File: src/rtl/ce_gen.sv
module ce_gen #(
  parameter int NUM_RATES = 4,
  parameter int PERIODS [NUM_RATES] = '{1, 2, 3, 5}
) (
  input  logic                 clk,
  input  logic                 rst_n,
  output logic [NUM_RATES-1:0] ce
);

  function automatic int gcd_f(input int a_in, input int b_in);
    int a, b, t;
    a = a_in;
    b = b_in;
    while (b != 0) begin
      t = a % b;
      a = b;
      b = t;
    end
    return a;
  endfunction

  function automatic int lcm_f();
    int l;
    l = 1;
    for (int i = 0; i < NUM_RATES; i++)
      l = (l / gcd_f(l, PERIODS[i])) * PERIODS[i];
    return l;
  endfunction

  localparam int LCM = lcm_f();
  localparam int CW  = (LCM > 1) ? $clog2(LCM) : 1;
  localparam logic [CW-1:0] LAST = CW'(LCM - 1);

  logic [CW-1:0] cnt;
  logic          wrap;

  assign wrap = (cnt == LAST);

  always_ff @(posedge clk or negedge rst_n) begin
    if (!rst_n) cnt <= '0;
    else        cnt <= wrap ? '0 : cnt + 1'b1;
  end

  p_reset_quiet_r1: assert property (@(posedge clk) !rst_n |-> ce == '0)
    else $error("p_reset_quiet_r1");

  p_align_r2: assert property (@(posedge clk) disable iff (!rst_n)
    !$past(rst_n) |=> &ce)
    else $error("p_align_r2");

  for (genvar i = 0; i < NUM_RATES; i++) begin : g_rate
    initial begin
      if (PERIODS[i] < 1) $error("period must be at least 1");
    end

    always_ff @(posedge clk or negedge rst_n) begin
      if (!rst_n) ce[i] <= 1'b0;
      else        ce[i] <= (int'(cnt) % PERIODS[i]) == 0;
    end

    int gap;
    always_ff @(posedge clk or negedge rst_n) begin
      if (!rst_n)        gap <= 0;
      else if (ce[i])    gap <= 1;
      else if (gap != 0) gap <= gap + 1;
    end

    p_spacing_r4: assert property (@(posedge clk) disable iff (!rst_n)
      (ce[i] && gap != 0) |-> gap == PERIODS[i])
      else $error("p_spacing_r4");

    p_no_drop_r6: assert property (@(posedge clk) disable iff (!rst_n)
      (!ce[i] && gap != 0) |-> gap < PERIODS[i])
      else $error("p_no_drop_r6");

    if (PERIODS[i] == 1) begin : g_full
      p_every_cycle_r3: assert property (@(posedge clk) disable iff (!rst_n)
        $past(rst_n) |-> ce[i])
        else $error("p_every_cycle_r3");
    end else begin : g_pulse
      p_single_r5: assert property (@(posedge clk) disable iff (!rst_n)
        ce[i] |=> !ce[i])
        else $error("p_single_r5");
    end
  end

endmodule

File: config.mk
export PLATFORM = sky130hd
export DESIGN_NAME = ce_gen
export DESIGN_NICKNAME = d
export VERILOG_FILES = /design/src/rtl/ce_gen.sv
export SDC_FILE = /design/constraint.sdc
export NUM_CORES = 1
export LEC_CHECK = 0
export ABC_AREA = 1
export ABC_CLOCK_PERIOD_IN_PS = 9400
export BUFFER_PORTS_ARGS = -buffer_cell sky130_fd_sc_hd__buf_2
export CORE_MARGIN = 4
export CORE_UTILIZATION = 68
export CTS_CLUSTER_DIAMETER = 50
export DETAILED_ROUTE_END_ITERATION = 10
export PLACE_DENSITY = 0.88
export SYNTH_ARGS = -nofsm -noshare
export SYNTH_HDL_FRONTEND = slang
export SYNTH_SLANG_ARGS = --single-unit
File: constraint.sdc
create_clock -name clk -period 9.4 [get_ports clk]
set_input_delay 0.47 -clock clk [delete_from_list [all_inputs] [get_ports clk]]
set_output_delay 0.47 -clock clk [all_outputs]
set_load 0.01 [all_outputs]
# --- Word-level counts from Yosys, hierarchy flattened ---
# Cells that the tools add are included.
totals:
  wordCells: 13
  input_bits: 2
  ff_bits: 9
  out_inout_bits: 4
classes:
  addsub: 1
  reduce_logical: 3
  n_eq_ne: 1
  mux: 1
  div: 2
ops:
  columns: ["cell", "count"]
  rows:
  - ["32-bit logical NOT", 3]
  - ["6-bit by 3-bit modulo with 32-bit output (second input constant)", 1]
  - ["6-bit by 4-bit modulo with 32-bit output (second input constant)", 1]
  - ["5-bit by 1-bit adder with 5-bit output (second input constant)", 1]
  - ["5-bit equality test (second input constant)", 1]
  - ["5-bit two-way mux", 1]

# --- Depth between registers and ports, before layout ---
logic_depth:
  ltp_word: 2
  ltp_mapped: 31
  ltp_nobuf: 29

# --- Worst setup path before layout ---
# OpenSTA, ideal clock, no wires.
synth_timing:
  path_kind: "register to register"
  start: "register cnt[2]"
  end: "register ce[2]"
  setup_slack_ns: 5.734
  setup_time_ns: 0.071
  synth_period_minus_slack_ns: 3.666
  path_buffers: 2
  required_time_ns: 9.329
  path_stages_with_launch: 30
  t_arrival_ns: 3.595
  cell_sequence: "dfrtp_1 -> buf_2 -> inv_1 -> ha_1 -> inv_1 -> nand2_1 -> ha_1 -> inv_1 -> a21oi_1 -> nor2_2 -> nand3_2 -> nand2_1 -> nand2_1 -> inv_2 -> ha_1 -> inv_1 -> nand2_1 -> nor2_4 -> nand2_2 -> buf_6 -> nand2_1 -> nand2_1 -> inv_1 -> ha_1 -> or2_2 -> nand2_1 -> nand3_1 -> nor2_1 -> nand2_1 -> nor2_1"
synth_between:
  elab_chain_len: 2
synth_rtl:
  columns: ["element", "line_no", "rtl"]
  rows:
  - ["from (decl)", "34", "logic [CW-1:0] cnt;"]
  - ["from (signal assigned)", "41", "else cnt <= wrap ? '0 : cnt + 1'b1;"]
  - ["6-bit by 3-bit modulo with 32-bit output", "58", "else ce[i] <= (int'(cnt) % PERIODS[i]) == 0;"]
  - ["32-bit logical NOT", "58", null]
  - ["to (signal, indexed assignment)", "57", "if (!rst_n) ce[i] <= 1'b0;"]
  - ["to (signal, indexed assignment)", "58", null]
  - ["to (decl)", "7", "output logic [NUM_RATES-1:0] ce"]
# Every way passes these cells.

# --- Worst setup path after layout ---
# Ends and elaborated chain as after synthesis.

==> results.py <==
metrics = {
    "global_route": {
        "grt-ovfl-total": 0,
        "antenna_found_initial": 0,
        "grt_max_degree": 15,
        "grt_usage_pct": 25.8,
        "grt_pass1_wl_microns": 7470,
        "grt_pass1_vias": 1799,
    },
    "clock_tree": {
        "clock_sink_count": 9,
        "cts_buffers": 3,
        "clock_latency_ns": 0.27,
        "cts_resized": 0,
        "cts_root_buf": "clkbuf_4",
        "cts_max_path_buffers": 2,
        "hold_buffers": 0,
        "postCtsSetupBuffers": 0,
        "cts_tree": "yes",
        "htreeDepth": 1,
        "clk_pin_slew_worst_paths_ns": 0.07,
    },
    "timing": {
        "timing.final.max_slew_violations": 0,
        "fin_crit_ns": 4.11,
        "hold_viol_final": 0,
        "slew_headroom_pct": 61.6,
        "fin_tns_setup_ns": 0,
        "worst_pin_slew_ns": 0.576,
        "fin_worst_skew_ns": 0.00135,
        "rsz0062_at_grt": "no",
        "max_freq_ghz": 0.243,
        "period_share_pct": 43.7,
        "finalSetupViolations": 0,
    },
    "setup_path": {
        "reg2reg_from": "cnt[2]$_DFF_PN0_",
        "path_max_fanout": 13,
        "crit_path_start_kind": "flip-flop",
        "cp.arrival_ns": 4.28,
        "slowest_delay_ns": 0.56,
        "reg2regPathDepth": 29,
        "rrSetupSlack_ns": 5.29,
        "critPathCaptureType": "flip-flop",
        "crit_top_cell": "nand2_1",
        "cp.required_ns": 9.57,
        "slowest_stage": "dfrtp_1",
        "r2r-end": "ce[2]$_DFF_PN0_",
        "path_class": "flip-flop to flip-flop",
    },
    "power_and_ir_drop": {
        "power_density_nw_per_um2": 36.5,
        "vdd_drop_max_mv": 0.0621,
        "total_power_mw": 0.0721,
        "p_leak_nw": 1.26,
    },
    "layout": {
        "drive_above_1_share_pct": 14.5,
        "fin_nets": 358,
        "final_area_sq_um": 1970,
        "nFillCells": 235,
        "diodes": 0,
        "syn2layout_area_growth_pct": 2.73,
        "final_core_util_pct": 72.2,
    },
    "synth": {
        "syn_nets": 352,
        "synth_xor_area_share_pct": 2.73,
        "ys_types": 32,
        "synth_area_sq_um": 1920,
        "synth.area.mux_share_pct": 0,
        "synthCells": 334,
        "avgSynthCellArea_sq_um": 5.75,
        "ys_seq_area_share_pct": 11.7,
        "synth-simple-area-share_pct": 54.2,
        "ys_ff_latch": 9,
        "synth-compound-area-share_pct": 8.20,
        "ys_warn_count": 0,
        "synth_fa_ha_area_share_pct": 10.4,
        "synth_top_family_by_area": "simple AND/OR/NAND/NOR gates",
    },
    "route": {
        "initialDrtViolationCount": 164,
        "routedWlPerCell_microns": 11.3,
        "vias": 2068,
        "viasPerCell": 5.59,
        "ant_nets": 0,
        "first_pass_iters": 4,
        "drc": 0,
        "wl_microns": 4200,
    },
    "place": {
        "post_dp_cell_area_sq_um": 1950,
        "io_buffers": 5,
        "gp_congestion": 0.921,
        "place_hpwl_microns": 3410,
    },
    "floorplan": {
        "start_util_pct": 70.3,
        "ios": 6,
        "die_height_microns": 61.2,
        "die_w_microns": 61.2,
        "num_rows": 19,
        "dieArea_sq_um": 3740,
        "core_sq_um": 2730,
    },
    "worst_hold_path": {
        "hp-class": "input pin to async pin",
    },
    "run": {
        "maxCapViolations": 0,
    },
    "outcome": {
        "outcome": "finished clean",
    },
}
cells in the final DEF (no fill, tap or decap), drive strengths merged, types with 2 or more instances in the layout:
cell type / instances
a21oi: 9
buf: 5
clkbuf: 3
clkinv: 2
dfrtp: 9
ha: 16
inv: 52
nand2: 127
nand3: 42
nand4: 12
nor2: 38
o21ai: 10
xor2: 6
state kept, by name, summed over array words and instances, names as in the netlist:
register,flops
cnt,5
ce,4
power by group:
part	leakage, nW	internal, mW	switching (mW)
registers	0.100	0.0389	0.0000828
clock network	0.0177	0.0158	0.0159
logic	1.15	0.000301	0.00102
worst max path at each step:
stage	from	slack [ns]	to
6_report	cnt[2]$_DFF_PN0_	5.29	ce[2]$_DFF_PN0_
5_1_grt	cnt[2]$_DFF_PN0_	4.81	ce[2]$_DFF_PN0_
4_1_cts	cnt[2]$_DFF_PN0_	5.33	ce[2]$_DFF_PN0_
3_5_place_dp	cnt[2]$_DFF_PN0_	5.36	ce[2]$_DFF_PN0_
3_3_place_gp	cnt[2]$_DFF_PN0_	5.48	ce[2]$_DFF_PN0_
2_1_floorplan	cnt[2]$_DFF_PN0_	5.73	ce[2]$_DFF_PN0_
metrics by stage:
stage,hold WS (ns),cells,worst slack (ns)
floorplan,0.174,334,5.73
global placement,0.334,366,5.48
detailed placement,0.332,366,5.36
CTS,0.0389,370,5.33
global route,0.0349,370,4.81
finish,0.0381,370,5.29
kinds of logic (layout without fill, tap and decap cells):
family | after synthesis | in the layout
buf+inv | 57 | 62
simple gates | 221 | 221
other cells | 1 | 1
compound gates | 24 | 24
flops | 9 | 9
fa+ha+maj | 16 | 16
xor+xnor | 6 | 6
final cells by class:
class	instances	area [sq um]	share of cell area, %
inverters	53	201	10.2
multi-input cells	268	1460	73.8
repair buffers	5	25.0	1.27
clock inverters	1	5.00	0.253
clock buffers	3	22.5	1.14
well taps	31	38.8	1.96
flip-flops and latches	9	225	11.4
critical path, delay by kind of cell (launching register included):
kind                       cells  cell delay (ns)
AOI/OAI and AO/OA              2             0.18
adders and majority gates      4             0.99
buffers and inverters          7             0.71
DFF                            1             0.56
and+or+nand+nor               16             1.59
Yosys cell counts:
| cell | n | area share [%] |
|---|---|---|
| a21boi_0 | 1 | 0.39 |
| a21oi_1 | 8 | 2.1 |
| a21oi_4 | 1 | 0.85 |
| buf_2 | 1 | 0.26 |
| buf_6 | 3 | 1.8 |
| clkinv_1 | 1 | 0.20 |
| conb_1 | 1 | 0.20 |
| dfrtp_1 | 9 | 12 |
| ha_1 | 16 | 10 |
| inv_1 | 46 | 9.0 |
| inv_2 | 5 | 0.98 |
| inv_4 | 1 | 0.33 |
| nand2_1 | 115 | 22 |
| nand2_2 | 12 | 3.9 |
| nand3_1 | 34 | 8.9 |
| nand3_2 | 6 | 3.1 |
| nand3_4 | 2 | 1.8 |
| nand4_1 | 11 | 3.6 |
| nand4_2 | 1 | 0.65 |
| nor2_1 | 30 | 5.9 |
| nor2_2 | 5 | 1.6 |
| nor2_4 | 3 | 1.8 |
| nor3_1 | 1 | 0.26 |
| o2111ai_1 | 1 | 0.46 |
| o21a_1 | 1 | 0.39 |
| o21ai_0 | 5 | 1.3 |
| o21ai_1 | 3 | 0.78 |
| o21ai_2 | 2 | 0.91 |
| o22ai_2 | 1 | 0.65 |
| o31ai_1 | 1 | 0.39 |
| or2_2 | 1 | 0.33 |
| xor2_1 | 6 | 2.7 |
per-layer routing:
metal	track usage [%]	wire [microns]
met2	43.8	1970
met5	0	0
met4	6.81	40
met1	34.4	1920
met3	3.35	260
(Power assumes the default switching activity.)
